===== src/rtl/lt_pkg.sv =====
package lt_pkg;

  localparam int WORD_W = 10;
  localparam int HIST_W = 23;

  localparam logic [2:0] SEL_PRBS_S = 3'd0;
  localparam logic [2:0] SEL_PRBS_L = 3'd1;
  localparam logic [2:0] SEL_HIGH   = 3'd2;
  localparam logic [2:0] SEL_LOW    = 3'd3;
  localparam logic [2:0] SEL_MIXED  = 3'd4;

  localparam logic [WORD_W-1:0] HIGH_WORD = 10'h2AA;
  localparam logic [WORD_W-1:0] LOW_WORD  = 10'h3E0;
  localparam logic [WORD_W-1:0] MIX_WORD0 = 10'h0FA;
  localparam logic [WORD_W-1:0] MIX_WORD1 = 10'h305;

  localparam int SHORT_LEN = 7;
  localparam int SHORT_TAP = 6;
  localparam int LONG_LEN  = 23;
  localparam int LONG_TAP  = 18;

  typedef struct packed {
    logic [WORD_W-1:0] word;
    logic [HIST_W-1:0] state;
  } gen_step_t;

  function automatic logic sel_valid(input logic [2:0] sel);
    return sel <= SEL_MIXED;
  endfunction

  function automatic logic [1:0] seed_words(input logic [2:0] sel);
    int len;
    len = (sel == SEL_PRBS_L) ? LONG_LEN : ((sel == SEL_PRBS_S) ? SHORT_LEN : WORD_W);
    return 2'((len + WORD_W - 1) / WORD_W);
  endfunction

  // Advance a Fibonacci register by one word; newest bit sits in state[0].
  function automatic gen_step_t prbs_advance(input logic [HIST_W-1:0] s_in,
                                             input logic long_poly);
    gen_step_t r;
    logic [HIST_W-1:0] s;
    logic nb;
    s = s_in;
    r.word = '0;
    for (int k = 0; k < WORD_W; k++) begin
      nb = long_poly ? (s[LONG_LEN-1] ^ s[LONG_TAP-1])
                     : (s[SHORT_LEN-1] ^ s[SHORT_TAP-1]);
      r.word[WORD_W-1-k] = nb;
      s = {s[HIST_W-2:0], nb};
    end
    r.state = s;
    return r;
  endfunction

  // Self-synchronous prediction: each bit is checked against received bits.
  function automatic logic [WORD_W-1:0] prbs_miss(input logic [HIST_W-1:0] hist,
                                                  input logic [WORD_W-1:0] rx,
                                                  input logic long_poly);
    logic [HIST_W+WORD_W-1:0] w;
    logic [WORD_W-1:0] m;
    logic pred;
    w = {hist, rx};
    for (int p = 0; p < WORD_W; p++) begin
      pred = long_poly ? (w[p+LONG_LEN] ^ w[p+LONG_TAP])
                       : (w[p+SHORT_LEN] ^ w[p+SHORT_TAP]);
      m[p] = pred ^ w[p];
    end
    return m;
  endfunction

  function automatic logic [WORD_W-1:0] fixed_miss(input logic [WORD_W-1:0] prev,
                                                   input logic [WORD_W-1:0] rx,
                                                   input logic invert);
    return rx ^ (invert ? ~prev : prev);
  endfunction

  function automatic logic [3:0] ones10(input logic [WORD_W-1:0] v);
    logic [3:0] c;
    c = '0;
    for (int i = 0; i < WORD_W; i++) c = c + 4'(v[i]);
    return c;
  endfunction

endpackage


===== src/rtl/lt_gen.sv =====
module lt_gen
  import lt_pkg::*;
(
  input  logic              clk,
  input  logic              rst_n,
  input  logic              restart,
  input  logic [2:0]        sel,
  output logic [WORD_W-1:0] tx_data
);

  logic [HIST_W-1:0] state_q;
  logic              mix_phase_q;
  gen_step_t         step;

  always_comb step = prbs_advance(state_q, sel == SEL_PRBS_L);

  always_ff @(posedge clk or negedge rst_n) begin
    if (!rst_n) begin
      state_q     <= '1;
      mix_phase_q <= 1'b0;
      tx_data     <= '0;
    end else if (restart) begin
      state_q     <= '1;
      mix_phase_q <= 1'b0;
      tx_data     <= '0;
    end else begin
      case (sel)
        SEL_PRBS_S, SEL_PRBS_L: begin
          tx_data <= step.word;
          state_q <= step.state;
        end
        SEL_HIGH: tx_data <= HIGH_WORD;
        SEL_LOW:  tx_data <= LOW_WORD;
        SEL_MIXED: begin
          tx_data     <= mix_phase_q ? MIX_WORD1 : MIX_WORD0;
          mix_phase_q <= ~mix_phase_q;
        end
        default: tx_data <= '0;
      endcase
    end
  end

  // The shift register may never hold all zeros in a PRBS mode.
  assert_state_live_R3: assert property (@(posedge clk) disable iff (!rst_n)
    (sel == SEL_PRBS_S) |-> (state_q[SHORT_LEN-1:0] != '0));
  assert_state_live_R4: assert property (@(posedge clk) disable iff (!rst_n)
    (sel == SEL_PRBS_L) |-> (state_q != '0));

endmodule


===== src/rtl/lt_chk.sv =====
module lt_chk
  import lt_pkg::*;
(
  input  logic              clk,
  input  logic              rst_n,
  input  logic              restart,
  input  logic [2:0]        sel,
  input  logic [WORD_W-1:0] rx_data,
  output logic              cmp_valid,
  output logic              word_bad,
  output logic [3:0]        miss_cnt
);

  logic [HIST_W-1:0] hist_q;
  logic [1:0]        seed_q;
  logic              seeded;
  logic [WORD_W-1:0] miss_vec;

  assign seeded = (seed_q == seed_words(sel));

  always_ff @(posedge clk or negedge rst_n) begin
    if (!rst_n) begin
      hist_q <= '0;
      seed_q <= '0;
    end else if (restart) begin
      hist_q <= '0;
      seed_q <= '0;
    end else begin
      hist_q <= {hist_q[HIST_W-WORD_W-1:0], rx_data};
      if (!seeded) seed_q <= seed_q + 2'd1;
    end
  end

  always_comb begin
    case (sel)
      SEL_PRBS_S: miss_vec = prbs_miss(hist_q, rx_data, 1'b0);
      SEL_PRBS_L: miss_vec = prbs_miss(hist_q, rx_data, 1'b1);
      SEL_MIXED:  miss_vec = fixed_miss(hist_q[WORD_W-1:0], rx_data, 1'b1);
      default:    miss_vec = fixed_miss(hist_q[WORD_W-1:0], rx_data, 1'b0);
    endcase
  end

  assign cmp_valid = !restart && seeded;
  assign miss_cnt  = cmp_valid ? ones10(miss_vec) : 4'd0;
  assign word_bad  = (miss_cnt != 4'd0);

  // A compared word is always preceded by at least one stored seed word.
  assert_seed_first_R6: assert property (@(posedge clk) disable iff (!rst_n)
    cmp_valid |-> !$past(restart));
  assert_miss_range_R6: assert property (@(posedge clk) disable iff (!rst_n)
    miss_cnt <= 4'(WORD_W));

endmodule


===== src/rtl/lt_lock.sv =====
module lt_lock #(
  parameter int LOCK_GOOD = 16,
  parameter int DROP_BAD  = 8,
  parameter int WIN_LEN   = 16
) (
  input  logic clk,
  input  logic rst_n,
  input  logic restart,
  input  logic cmp_valid,
  input  logic word_bad,
  output logic locked
);

  localparam int RUN_W = $clog2(LOCK_GOOD + 1);
  localparam int BAD_W = $clog2(DROP_BAD + 1);
  localparam int WIN_W = $clog2(WIN_LEN) < 1 ? 1 : $clog2(WIN_LEN);

  logic [RUN_W-1:0] run_q;
  logic [BAD_W-1:0] bad_q;
  logic [WIN_W-1:0] win_q;
  logic             lock_gain;
  logic             lock_loss;
  logic             win_end;

  assign lock_gain = !locked && cmp_valid && !word_bad && (run_q == RUN_W'(LOCK_GOOD - 1));
  assign lock_loss = locked && cmp_valid && word_bad && (bad_q == BAD_W'(DROP_BAD - 1));
  assign win_end   = locked && cmp_valid && (win_q == WIN_W'(WIN_LEN - 1));

  always_ff @(posedge clk or negedge rst_n) begin
    if (!rst_n) begin
      run_q  <= '0;
      bad_q  <= '0;
      win_q  <= '0;
      locked <= 1'b0;
    end else if (restart) begin
      run_q  <= '0;
      bad_q  <= '0;
      win_q  <= '0;
      locked <= 1'b0;
    end else if (cmp_valid) begin
      if (locked) begin
        if (lock_loss) begin
          locked <= 1'b0;
          run_q  <= '0;
          bad_q  <= '0;
          win_q  <= '0;
        end else if (win_end) begin
          bad_q <= '0;
          win_q <= '0;
        end else begin
          win_q <= win_q + WIN_W'(1);
          bad_q <= bad_q + BAD_W'(word_bad);
        end
      end else if (word_bad) begin
        run_q <= '0;
      end else if (lock_gain) begin
        locked <= 1'b1;
        run_q  <= '0;
        bad_q  <= '0;
        win_q  <= '0;
      end else begin
        run_q <= run_q + RUN_W'(1);
      end
    end
  end

  assert_gain_clean_R7: assert property (@(posedge clk) disable iff (!rst_n)
    $rose(locked) |-> $past(cmp_valid && !word_bad));
  assert_loss_cause_R8: assert property (@(posedge clk) disable iff (!rst_n)
    ($fell(locked) && !$past(restart)) |-> $past(cmp_valid && word_bad));
  assert_bad_bound_R8: assert property (@(posedge clk) disable iff (!rst_n)
    bad_q < BAD_W'(DROP_BAD));

endmodule


===== src/rtl/lt_errcnt.sv =====
module lt_errcnt #(
  parameter int CNT_W = 16
) (
  input  logic             clk,
  input  logic             rst_n,
  input  logic             locked,
  input  logic             cmp_valid,
  input  logic [3:0]       miss_cnt,
  input  logic             rd,
  output logic [CNT_W-1:0] count
);

  localparam logic [CNT_W-1:0] CNT_MAX = '1;

  logic [3:0]       add;
  logic [CNT_W-1:0] base;
  logic [CNT_W:0]   sum;

  assign add  = (locked && cmp_valid) ? miss_cnt : 4'd0;
  assign base = rd ? '0 : count;
  assign sum  = {1'b0, base} + (CNT_W+1)'(add);

  always_ff @(posedge clk or negedge rst_n) begin
    if (!rst_n) count <= '0;
    else        count <= sum[CNT_W] ? CNT_MAX : sum[CNT_W-1:0];
  end

  assert_hold_unlocked_R9: assert property (@(posedge clk) disable iff (!rst_n)
    (!$past(locked) && !$past(rd)) |-> $stable(count));
  assert_no_wrap_R9: assert property (@(posedge clk) disable iff (!rst_n)
    !$past(rd) |-> (count >= $past(count)));
  assert_read_clears_R10: assert property (@(posedge clk) disable iff (!rst_n)
    (rd && !(locked && cmp_valid)) |=> (count == '0));

endmodule


===== src/rtl/lt_pattern_unit.sv =====
module lt_pattern_unit
  import lt_pkg::*;
#(
  parameter int CNT_W     = 16,
  parameter int LOCK_GOOD = 16,
  parameter int DROP_BAD  = 8,
  parameter int WIN_LEN   = 16
) (
  input  logic             clk,
  input  logic             rst_n,
  input  logic             test_en,
  input  logic [2:0]       pat_sel,
  output logic [9:0]       tx_data,
  input  logic [9:0]       rx_data,
  input  logic             err_rd,
  output logic [CNT_W-1:0] err_count,
  output logic             lock
);

  logic [2:0] sel_q;
  logic       restart;
  logic       cmp_valid;
  logic       word_bad;
  logic [3:0] miss_cnt;

  always_ff @(posedge clk or negedge rst_n) begin
    if (!rst_n) sel_q <= SEL_PRBS_S;
    else        sel_q <= pat_sel;
  end

  assign restart = !test_en || !sel_valid(pat_sel) || (pat_sel != sel_q);

  lt_gen u_gen (
    .clk     (clk),
    .rst_n   (rst_n),
    .restart (restart),
    .sel     (pat_sel),
    .tx_data (tx_data)
  );

  lt_chk u_chk (
    .clk       (clk),
    .rst_n     (rst_n),
    .restart   (restart),
    .sel       (pat_sel),
    .rx_data   (rx_data),
    .cmp_valid (cmp_valid),
    .word_bad  (word_bad),
    .miss_cnt  (miss_cnt)
  );

  lt_lock #(
    .LOCK_GOOD (LOCK_GOOD),
    .DROP_BAD  (DROP_BAD),
    .WIN_LEN   (WIN_LEN)
  ) u_lock (
    .clk       (clk),
    .rst_n     (rst_n),
    .restart   (restart),
    .cmp_valid (cmp_valid),
    .word_bad  (word_bad),
    .locked    (lock)
  );

  lt_errcnt #(.CNT_W(CNT_W)) u_cnt (
    .clk       (clk),
    .rst_n     (rst_n),
    .locked    (lock),
    .cmp_valid (cmp_valid),
    .miss_cnt  (miss_cnt),
    .rd        (err_rd),
    .count     (err_count)
  );

  assert_idle_quiet_R2: assert property (@(posedge clk) disable iff (!rst_n)
    !test_en |=> (tx_data == '0 && !lock));
  assert_switch_unlocks_R11: assert property (@(posedge clk) disable iff (!rst_n)
    (test_en && pat_sel != sel_q) |=> !lock);

endmodule


===== config.mk =====
export PLATFORM = sky130hd
export DESIGN_NAME = lt_pattern_unit
export DESIGN_NICKNAME = d
export VERILOG_FILES = /design/src/rtl/lt_pkg.sv /design/src/rtl/lt_gen.sv /design/src/rtl/lt_chk.sv /design/src/rtl/lt_lock.sv /design/src/rtl/lt_errcnt.sv /design/src/rtl/lt_pattern_unit.sv
export SDC_FILE = /design/constraint.sdc
export NUM_CORES = 1
export LEC_CHECK = 0
export ABC_AREA = 1
export CAP_MARGIN = 10
export CORE_AREA = 3 3 109 111
export DETAILED_ROUTE_END_ITERATION = 6
export DIE_AREA = 0 0 112 114
export PLACE_DENSITY = 0.75
export SYNTH_ARGS = -nofsm -noshare
export SYNTH_HDL_FRONTEND = slang
export SYNTH_SLANG_ARGS = --single-unit

===== constraint.sdc =====
create_clock -name clk -period 10.65 [get_ports clk]
set_clock_uncertainty 0.15 [all_clocks]
set_input_delay 1.065 -clock clk [delete_from_list [all_inputs] [get_ports clk]]
set_output_delay 1.065 -clock clk [all_outputs]
set_load 0.005 [all_outputs]

# After elaboration in Yosys (flattened, before gate mapping)
# Index checks and enable logic that the tools add are counted.
classes:
  eq_ne: 12
  n_mux: 51
  order_cmp: 1
  multipliers: 0
  add_sub_neg: 16
  n_div: 1
  shift: 0
  reduce_logical: 24
  n_bitwise: 64
op_table:
  columns: ["cell", "count"]
  rows:
  - ["$mux W23", 3]
  - ["$mux W4", 15]
  - ["$xor A1 B1 Y1", 60]
  - ["$pmux W10 S4", 1]
  - ["$add A4 B1 Y4", 9]
  - ["$add A32 B5 Y32 const B", 1]
  - ["$div A32 B5 Y32 const B", 1]
  - ["$mux W16", 2]
  - ["$mux W32", 1]
  - ["$sub A32 B2 Y32 const B", 1]
  - ["$mux W5", 6]
  - ["$pmux W10 S3", 1]
  - ["$mux W10", 2]
  - ["$xor A10 B10 Y10", 2]
  - ["$mux W1", 18]
  - ["$add A16 B4 Y17", 1]
  - ["$not A10 Y10", 1]
  - ["$logic_and A1 B1 Y1", 8]
  - ["$eq A3 B2 Y1 const B", 2]
  - ["$ne A3 B3 Y1 const B", 2]
  - ["$reduce_bool A2 Y1", 3]
  - ["$add A5 B1 Y5 const B", 1]
  - ["$eq A5 B4 Y1 const B", 1]
  - ["$logic_not A1 Y1", 5]
  - ["other kinds (20)", 22]
totals:
  mem_bits_ro: 0
  ram_bits: 0
  out_inout_bits: 27
  register_bits: 92
  latch_bits: 0
  memories: 0
  elab_cells: 180

# Longest topological paths before layout
# Gate-level depths: netlist of run 1.
depth:
  ltp_word: 22
  ltp_mapped: 32
  ltp_nobuf: 30

# By module
# A second synthesis of run 1 with hierarchy kept.
unflattened:
  hier_cells: 856
  area_unflattened_um2: 6219.7
by_module_without_submodules:
  columns: ["module", "instances", "area_each_um2", "seq_area_each_um2", "cells_per_inst"]
  rows:
  - ["lt_chk", 1, 2064.5, 625.6, 323]
  - ["lt_gen", 1, 1780.5, 879.6, 227]
  - ["lt_errcnt", 1, 1303.8, 400.4, 174]
  - ["lt_lock", 1, 938.4, 350.3, 116]
  - ["lt_pattern_unit", 1, 132.6, 75.1, 16]

# Worst setup path before layout of run 1
# Ideal clock, no wire load.
synth_timing:
  kind: "input port to flip-flop"
  from: "in pat_sel[2]"
  to: "reg u_cnt.count[13]"
  slack_ps: 4610
  setup_time_ps: 69
  n_path_buf: 2
  stages: 26
  arrival_ps: 5821
  t_required_ps: 10431
  path_cell_list: "nor2_4 > nand2_4 > inv_1 > buf_2 > nand2_1 > o21ai_0 > xor2_1 > o21ai_0 > fa_1 > inv_1 > fa_1 > inv_1 > fa_1 > inv_1 > ha_1 > fa_1 > inv_1 > nor2_1 > fa_1 > nand3_1 > nand3_1 > nand3_1 > nor2_2 > nand4_1 > buf_2 > nand3_1"
synth_via:
  elab_chain_len: 15
  word_cells_on_any_way: 31
  cone_classes: "add/sub (12); div (1); order compare (1); eq/ne (4); mux (6); reduce/logical (7)"
synth_rtl:
  columns: ["item", "line", "rtl"]
  rows:
  - ["from (decl)", "lt_pattern_unit.sv:12", "input logic [2:0] pat_sel,"]
  - ["branches (longest 12 deep; another with $add A32 B5 Y32)", null, null]
  - ["$mux W4 (*)", "lt_errcnt.sv:19", "assign add = (locked && cmp_valid) ? miss_cnt : 4'd0;"]
  - ["$add A16 B4 Y17 (*)", "lt_errcnt.sv:21", "assign sum = {1'b0, base} + (CNT_W+1)'(add);"]
  - ["$mux W16 (*)", "lt_errcnt.sv:25", "else count <= sum[CNT_W] ? CNT_MAX : sum[CNT_W-1:0];"]
  - ["to (signal assigned)", "lt_errcnt.sv:25", null]
  - ["to (decl)", "lt_errcnt.sv:10", "output logic [CNT_W-1:0] count"]
# Every way passes the cells marked *.
# A chain may end at the register's enable or synchronous reset.

# Worst setup path in the final report of run 1
layout_timing:
  from: "in pat_sel[2]"
  to: "reg u_cnt.count[10]"
# Same word-level chain as after synthesis.

==> qor.csv, run 1 <==
metric,value,unit
outcome,"finished, final reports clean",
die_y,114,microns
synthesis.area,5494,sq um
rows,38,
clockPowerShare,33.8,%
endpoint,u_cnt.count[10]$_DFF_PN0_,
vias,4498,
grt_use_total,19.49,%
grt_overflow,0,
coreArea,10890,sq um
clock-root-buffer,clkbuf_8,
grt_pass1_wl,20.28,mm
grt_antenna_before_repair,0,
worstMarginPinSlew,807.6,ps
seqPwrFrac,47.8,%
placed_cells,850,
power_frac_comb,18.4,%
reg2reg_depth,22,
power.total,0.7447,mW
startpoint,pat_sel[2],
cts_max_level,3,
min_period,7944,ps
fin_hold_ws,359.0,ps
cp-start-kind,input pin,
hpwl,8.726,mm
internal_power,0.5263,mW
die_w,112,microns
ys_seq_area_share,42.43,%
areaGrowthSynthToFinish,13.12,%
slew_headroom,46.03,%
wl,12.06,mm
antenna_left,0,
critical_path.reg2reg.startpoint,u_chk.hist_q[3]$_DFF_PN0_,
ys_types,43,
path_class,in -> reg,
cp.arrival,8080,ps
grt_pass1_vias,4355,
yosysWarningCount,0,
holdBufCountCts,0,
p_per_area,119.8,nW/um^2
diodes,0,
die_area,12770,sq um
nets,755,
hold_viol,0,
reg2reg_slack,4850,ps
async_flop_share,100.0,%
fin_cells,866,
hp-class,reg -> reg,
cts.sinks,92,
clk_path_buf_depth,2,
post-synth-top-count-cell,nand2_1,
drive_gt1_share,9.642,%
clk_pin_slew,90,ps
p_switching,0.2184,mW
setup_viol,0,
insertion_delay,370,ps
port-buffer-count,43,
crit_fanout,36,
cts-resized-gates,0,
fmax,125.9,MHz
post_drt_wl_per_cell,13.93,microns
syn_nets,721,
rsz0062_at_grt,false,
synth_top_area_cell,dfrtp_1,
ir_drop,0.07807,mV
r2r-end,u_cnt.count[10]$_DFF_PN0_,
fin_tns_setup,0,ps
routed_via_density,5.194,
gp_congestion,0.8770,
cts_setup_buffers,0,
fin_crit_sh,74.60,%
synth_edf_count,0,
ys_ff_latch,92,
cp-end-kind,flop,
synth_top_area_share,31.43,%
initial_core_util,50.46,%
drtIter0Drc,190,
cap_violations,0,
synth_area_leaders,"dfrtp_1, dfstp_2, nand2_1, xor2_1, inv_1",
synthCells,687,
cts_tree,built,
cp_data_required_time,10790,ps
grt_max_degree,54,
syn_area_per_cell,7.997,sq um
synth_commonest_cells,"nand2_1, inv_1, dfrtp_1",
p_sw_share,29.32,%
cts_made_buffers,9,
report.final.slew_viol_count,0,
leakagePower,2.982,nW
first_pass_iters,5,
ios,44,
route.detailed.drc,0,
synth_ff_type,dfrtp_1,
[how the worst min path moves through the flow]
stage | start | to | slack, ps | cells past startpoint
final | u_gen.state_q[7]$_DFFE_PN1P_ | u_gen.state_q[7]$_DFFE_PN1P_ | 360 | 2
after global routing | u_chk.hist_q[10]$_DFF_PN0_ | u_chk.hist_q[20]$_DFF_PN0_ | 390 | 2
after CTS | u_gen.state_q[7]$_DFFE_PN1P_ | u_gen.state_q[7]$_DFFE_PN1P_ | 360 | 2
after detailed placement | u_gen.state_q[7]$_DFFE_PN1P_ | u_gen.state_q[7]$_DFFE_PN1P_ | 340 | 2
after global placement | u_gen.state_q[7]$_DFFE_PN1P_ | u_gen.state_q[7]$_DFFE_PN1P_ | 340 | 2
after floorplan | u_gen.state_q[7]$_DFFE_PN1P_ | u_gen.state_q[7]$_DFFE_PN1P_ | 330 | 2
[metrics by stage]
| stage | setup WS, ps | area (sq um) | utilization (%) |
|---|---|---|---|
| after floorplan | 4610 | 5494 | - |
| after global placement | 2529 | 6003 | 55.14 |
| after detailed placement | 2349 | 6003 | 55.14 |
| after CTS | 2721 | 6215 | 57.08 |
| after global routing | 2059 | 6215 | 57.08 |
| final | 2706 | 6215 | 57.08 |
[flip-flops by register name, indices dropped and copies added, names as in the netlist, 2 cells and up]
name / count
u_gen.state_q: 23
u_cnt.count: 16
u_chk.seed_q: 2
u_chk.hist_q: 23
u_lock.win_q: 4
u_lock.bad_q: 4
u_lock.run_q: 5
sel_q: 3
u_gen.tx_data: 10
[worst max-delay path, stage by stage]
cell	delay, ps
clkdlybuf4s50_1	540
nor2_4	690
nand2_4	160
inv_1	610
o21ai_0	250
xor2_1	160
o21ai_0	120
fa_1	570
inv_1	50
fa_1	530
inv_1	50
fa_1	530
inv_1	40
ha_1	220
fa_1	520
inv_1	50
nor2_1	190
fa_1	250
nand3_1	100
nand3_1	100
nand3_1	130
nor2_2	240
nand4_1	570
nand3_1	310
[cell type report]
cell class | count | area [sq um]
clock buffer | 11 | 151.4
clock inverter | 5 | 60.06
fill | 976 | 4673
inverter | 95 | 356.6
multi-input combinational | 478 | 2698
sequential | 92 | 2331
tap | 140 | 175.2
timing repair buffer | 45 | 442.9
[power by group through the flow]
stage	logic (mW)	registers [mW]	clock network (mW)
after CTS	0.138	0.356	0.255
final	0.137	0.356	0.252
after global routing	0.158	0.357	0.271
after global placement	0.134	0.363	0
after floorplan	0.0990	0.362	0
after detailed placement	0.136	0.363	0
[cells in the final DEF (no fill, tap or decap), types with 3 or more instances in the layout]
cell / netlist / routed
clkdlybuf4s50_1: 0 / 42
nand2_4: 3 / 3
xor2_1: 41 / 41
nand3_1: 55 / 55
dfstp_2: 23 / 23
ha_1: 10 / 10
or2_2: 6 / 6
clkbuf_8: 0 / 11
inv_2: 3 / 3
buf_4: 3 / 3
inv_1: 92 / 92
nor2_4: 3 / 3
o21ai_1: 7 / 7
xnor2_1: 23 / 23
o21ai_0: 34 / 34
fa_1: 7 / 7
nor2_1: 66 / 66
a31oi_1: 3 / 3
nor3_1: 3 / 3
nand4_1: 9 / 9
nand2_2: 3 / 3
a21oi_1: 30 / 30
dfrtp_1: 69 / 69
nor2_2: 4 / 4
nand2_1: 153 / 153
[layer usage]
layer  vias to the layer above  GRT usage, %  share of wire, %
met5                         -             0                 0
met4                         0         6.891               1.9
met3                        22         3.714               4.8
met2                       109         32.53                49
met1                      2148         25.59                45
li1                       2219             -                 -
[cell families after synthesis]
logic type | Yosys count | synth area share, %
DFF | 92 | 42.43
adders and majority gates | 17 | 4.828
xor gates and xnor gates | 64 | 10.20
and+or+nand+nor | 316 | 25.80
AOI/OAI and AO/OA | 81 | 8.267
buffers and inverters | 117 | 8.472
(Power assumes the default switching activity.)
==> run 2: changes to the inputs <==
- clock period: 10.65 -> 7.97 ns (I/O delays scaled with it)
==> run 2 against run 1 <==
Net effect: global-route usage increased by 0.97 points; first-iteration DRC count increased by 46%; highest routed layer unchanged; sequential power increased by 34%; count of clock-buffer cells in the layout unchanged; worst hold slack got worse by 110 ps; largest power group unchanged; cell area increased by 0.93%; total power increased by 39%; critical path type unchanged; critical path depth increased by 2; routed wire length increased by 2.3%; clock power increased by 48%; sequential share of layout area decreased by 0.34 points.
==> qor.csv, run 2 (same netlist as run 1, synthesis figures left out) <==
metric,value,unit
outcome,"finished, final reports clean",
rows,38,
clk_path_buf_depth,2,
crit_fanout,21,
final_common_cell,nand2_1,
critical_path.reg2reg.startpoint,u_chk.hist_q[13]$_DFF_PN0_,
vias,4564,
power.total,1.036,mW
report.final.slew_viol_count,0,
cts_tree,built,
path_class,in -> reg,
cts-resized-gates,0,
initial_core_util,50.46,%
hold_viol,0,
cp-start-kind,input pin,
diodes,0,
clockPowerShare,36.0,%
stdcell_area,6272,sq um
cts_max_level,3,
slew_headroom,56.87,%
setup_viol,0,
layout_common_cells,"nand2_1, inv_1, dfrtp_1",
drtIter0Drc,277,
route.detailed.drc,0,
grt_pass1_vias,4641,
gp_congestion,0.8632,
grt_pass1_wl,21.43,mm
cp-end-kind,flop,
clock-root-buffer,clkbuf_8,
internal_power,0.7499,mW
fillers,968,
cts_made_buffers,9,
cp_data_required_time,8120,ps
die_area,12770,sq um
areaGrowthSynthToFinish,14.17,%
power_frac_comb,18.0,%
die_w,112,microns
clk_pin_slew,80,ps
insertion_delay,370,ps
placed_cell_area,6041,sq um
grt_use_total,20.46,%
hpwl,8.988,mm
grt_max_degree,54,
leakagePower,3.018,nW
cap_violations,0,
hp-class,in -> async,
post_drt_wl_per_cell,14.17,microns
fmax,151.7,MHz
first_pass_iters,5,
cts.sinks,92,
grt_overflow,0,
nets,760,
ir_drop,0.08594,mV
p_sw_share,27.62,%
fin_hold_ws,246.4,ps
die_y,114,microns
holdBufCountCts,0,
reg_top3,"u_chk.hist_q (23), u_gen.state_q (23), u_cnt.count (16)",
cp.arrival,6740,ps
startpoint,pat_sel[2],
port-buffer-count,43,
fin_crit_sh,82.71,%
routed_via_density,5.240,
p_switching,0.2862,mW
fin_tns_setup,0,ps
antenna_left,0,
grt_antenna_before_repair,0,
rsz0062_at_grt,false,
min_period,6592,ps
drive_gt1_share,9.986,%
ios,44,
wl,12.34,mm
coreArea,10890,sq um
cts_setup_buffers,0,
p_per_area,165.2,nW/um^2
seqPwrFrac,45.9,%
worstMarginPinSlew,646.9,ps
-- run 2: area by class of cell --
cell class | instances | area [sq um] | share of cell area (%)
well taps | 140 | 175.2 | 2.793
multi-input cells | 478 | 2698 | 43.01
clock inverters | 5 | 100.1 | 1.596
inverters | 95 | 356.6 | 5.685
repair buffers | 50 | 480.5 | 7.660
flip-flops and latches | 92 | 2331 | 37.16
clock buffers | 11 | 131.4 | 2.095
-- run 2: per-stage QoR --
stage                     utilization, %  setup WS (ps)  std cells
after global placement             55.48           1258        855
final                              57.61           1378        871
after detailed placement           55.48           1057        855
after floorplan                        -           2198        687
after CTS                          57.61           1386        871
after global routing               57.61          751.9        871
-- run 2: power by group through the flow --
stage / Sequential (mW) / Clock [mW] / Combinational (mW)
after global routing: 0.477 / 0.397 / 0.223
final: 0.476 / 0.373 / 0.187
after global placement: 0.484 / 0 / 0.181
after CTS: 0.476 / 0.380 / 0.190
after detailed placement: 0.485 / 0 / 0.184
after floorplan: 0.484 / 0 / 0.132
-- run 2: final timing paths --
| path | endpoint | depth (start not counted) | slack [ps] |
|---|---|---|---|
| min in group clk | u_gen.state_q[7]$_DFFE_PN1P_ | 2 | 350 |
| min | u_chk.hist_q[15]$_DFF_PN0_ | 1 | 250 |
| max in group asynchronous | u_cnt.count[1]$_DFF_PN0_ | 2 | 6390 |
| min reg2reg | u_gen.state_q[7]$_DFFE_PN1P_ | 2 | 350 |
| max | u_cnt.count[12]$_DFF_PN0_ | 26 | 1380 |
| max reg2reg | u_cnt.count[12]$_DFF_PN0_ | 23 | 2470 |
-- run 2: per-layer routing --
layer,vias to the layer above,track usage [%],part of all wire (%)
li1,2228,-,-
met1,2187,26.45,43
met2,128,34.93,50
met3,21,3.448,5.3
met4,0,7.292,1.9
met5,-,0,0
-- run 2: worst max-delay path: stages --
cell,delay [ps]
clkdlybuf4s50_1,530
nor2_4,180
nand2_4,100
inv_1,410
nand2_1,110
o21ai_0,120
xor2_1,160
o21ai_0,130
fa_1,550
inv_1,60
fa_1,530
inv_1,50
fa_1,540
inv_1,50
ha_1,220
fa_1,510
inv_1,50
nor2_1,200
fa_1,260
nand3_1,100
nand3_1,110
nand3_1,140
nor2_2,250
nand4_1,230
buf_4,250
nand3_1,90
==> run 3: changes to the inputs <==
- PLACE_DENSITY: 0.75 -> 0.78
- clock period: 7.97 -> 5.35 ns (I/O delays scaled with it)
==> run 3 against run 2 <==
Net effect: worst setup slack lost 1100 ps; largest cell class unchanged; routed wire length shrank 1.7%; critical path type unchanged; clock power grew 45%; via count grew 2.3%; final cell count grew 3.8%; count of clock-buffer cells in the layout grew 3.
==> qor.csv, run 3 (same netlist as run 1, synthesis figures left out) <==
metric,value,unit
clock-root-buffer,clkbuf_8,
nets,793,
multiInputGateArea,2794,sq um
cp_data_required_time,5510,ps
post_drt_wl_per_cell,13.42,microns
grt_overflow,0,
crit_fanout,10,
grt_antenna_before_repair,0,
r2r-end,u_cnt.count[15]$_DFF_PN0_,
ir_drop,0.1382,mV
cts_tree,built,
die_y,114,microns
worstHoldStart,pat_sel[1],
setup_viol,0,
clk_pin_slew,90,ps
cp-end-kind,flop,
route.detailed.drc,0,
reg2reg_slack,340,ps
power.total,1.566,mW
p_per_area,234.6,nW/um^2
hpwl,8.947,mm
grt_max_degree,58,
ios,44,
port-buffer-count,43,
cts_max_level,3,
final_common_cell,nand2_1,
reg2reg_depth,24,
fin_hold_ws,310.5,ps
first_pass_iters,7,
worstMarginPinSlew,701.4,ps
slew_headroom,53.24,%
cts.sinks,92,
cp-start-kind,input pin,
reg_top3,"u_chk.hist_q (23), u_gen.state_q (23), u_cnt.count (16)",
critical_path.reg2reg.startpoint,u_chk.hist_q[1]$_DFF_PN0_,
vias,4670,
dp_slack,-636.6,ps
layout_common_cells,"nand2_1, inv_1, dfrtp_1",
hp-class,in -> reg,
antenna_left,0,
seqCellArea,2331,sq um
grt_pass1_vias,4674,
grt_use_total,19.76,%
hold_depth,2,
fin_crit_sh,95.18,%
path_class,in -> reg,
hold_viol,0,
cts_made_buffers,9,
drive_gt1_share,16.75,%
drtIter0Drc,271,
min_period,5092,ps
worst_slack,258.0,ps
die_w,112,microns
cp.arrival,5250,ps
leakagePower,3.242,nW
coreArea,10890,sq um
initial_core_util,50.46,%
areaGrowthSynthToFinish,21.50,%
fillers,926,
report.final.slew_viol_count,0,
fin_tns_setup,0,ps
cap_violations,0,
fmax,196.4,MHz
rows,38,
insertion_delay,370,ps
die_area,12770,sq um
gp_congestion,0.9034,
hold_path_end,sel_q[1]$_DFF_PN0_,
routed_via_density,5.166,
diodes,0,
clk_path_buf_depth,2,
wl,12.14,mm
outcome,"finished, final reports clean",
grt_pass1_wl,20.89,mm
-- run 3: timing repair --
item                                    in CTS  in global routing
hold endpoints to repair                    21                  0
buffers inserted                             0                  7
gates resized for setup                      5                 45
pin swaps                                    1                 18
cloned                                       0                  0
endpoints found under the setup margin      17                 17
hold buffers                                 1                  0
-- run 3: stage by stage --
stage | util (%) | instance area [sq um] | instances
2_1_floorplan | - | 5544 | 687
3_3_place_gp | 57.60 | 6271 | 880
3_5_place_dp | 57.60 | 6271 | 880
4_1_cts | 59.92 | 6524 | 897
5_1_grt | 61.31 | 6675 | 904
6_report | 61.31 | 6675 | 904
-- run 3: cell type report --
class	count	share of cell area, %
Clock buffer	14	3.074
Clock inverter	2	0.5248
Inverter	95	5.605
Multi-Input combinational cell	478	41.86
Sequential cell	92	34.92
Tap cell	140	2.624
Timing Repair Buffer	83	11.40
-- run 3: per-layer routing --
metal  vias to the layer above  wire length, microns  track usage, %
li1                       2296                     -               -
met1                      2247                  5466           25.44
met2                       104                  5957           34.25
met3                        23                   466           3.289
met4                         0                   245           6.330
met5                         -                     0               0
-- run 3: how the worst max path moves through the flow --
stage                          start                         to  slack, ps  cells past startpoint
final                     pat_sel[2]  u_cnt.count[15]$_DFF_PN0_        260                     28
after global routing      pat_sel[1]  u_cnt.count[15]$_DFF_PN0_        -40                     29
after CTS                 pat_sel[1]  u_cnt.count[15]$_DFF_PN0_         30                     26
after detailed placement  pat_sel[1]  u_cnt.count[14]$_DFF_PN0_       -640                     26
after global placement    pat_sel[1]  u_cnt.count[14]$_DFF_PN0_       -480                     26
after floorplan           pat_sel[1]  u_cnt.count[13]$_DFF_PN0_         30                     27
-- run 3: power breakdown --
part / internal [mW] / total [mW] / switching [mW]
clock: 0.298 / 0.542 / 0.244
combinational: 0.127 / 0.315 / 0.188
sequential: 0.703 / 0.709 / 0.00563
-- run 3: critical path: stages --
cell and delay, ps:
clkbuf_2 140, nor2_4 60, nand2_4 100, clkinv_8 70, buf_4 170, o21ai_1 150
xor2_1 180, o21ai_2 80, fa_1 530, inv_1 50, fa_1 530, inv_1 50
fa_1 480, inv_1 60, ha_4 160, fa_2 350, inv_1 60, nand2_1 50
nand2_1 70, nor2_1 50, ha_1 380, nand3_2 130, nand3_2 110, nand3_4 80
nor2_4 170, nand4_1 170, buf_6 190, nand3_1 80
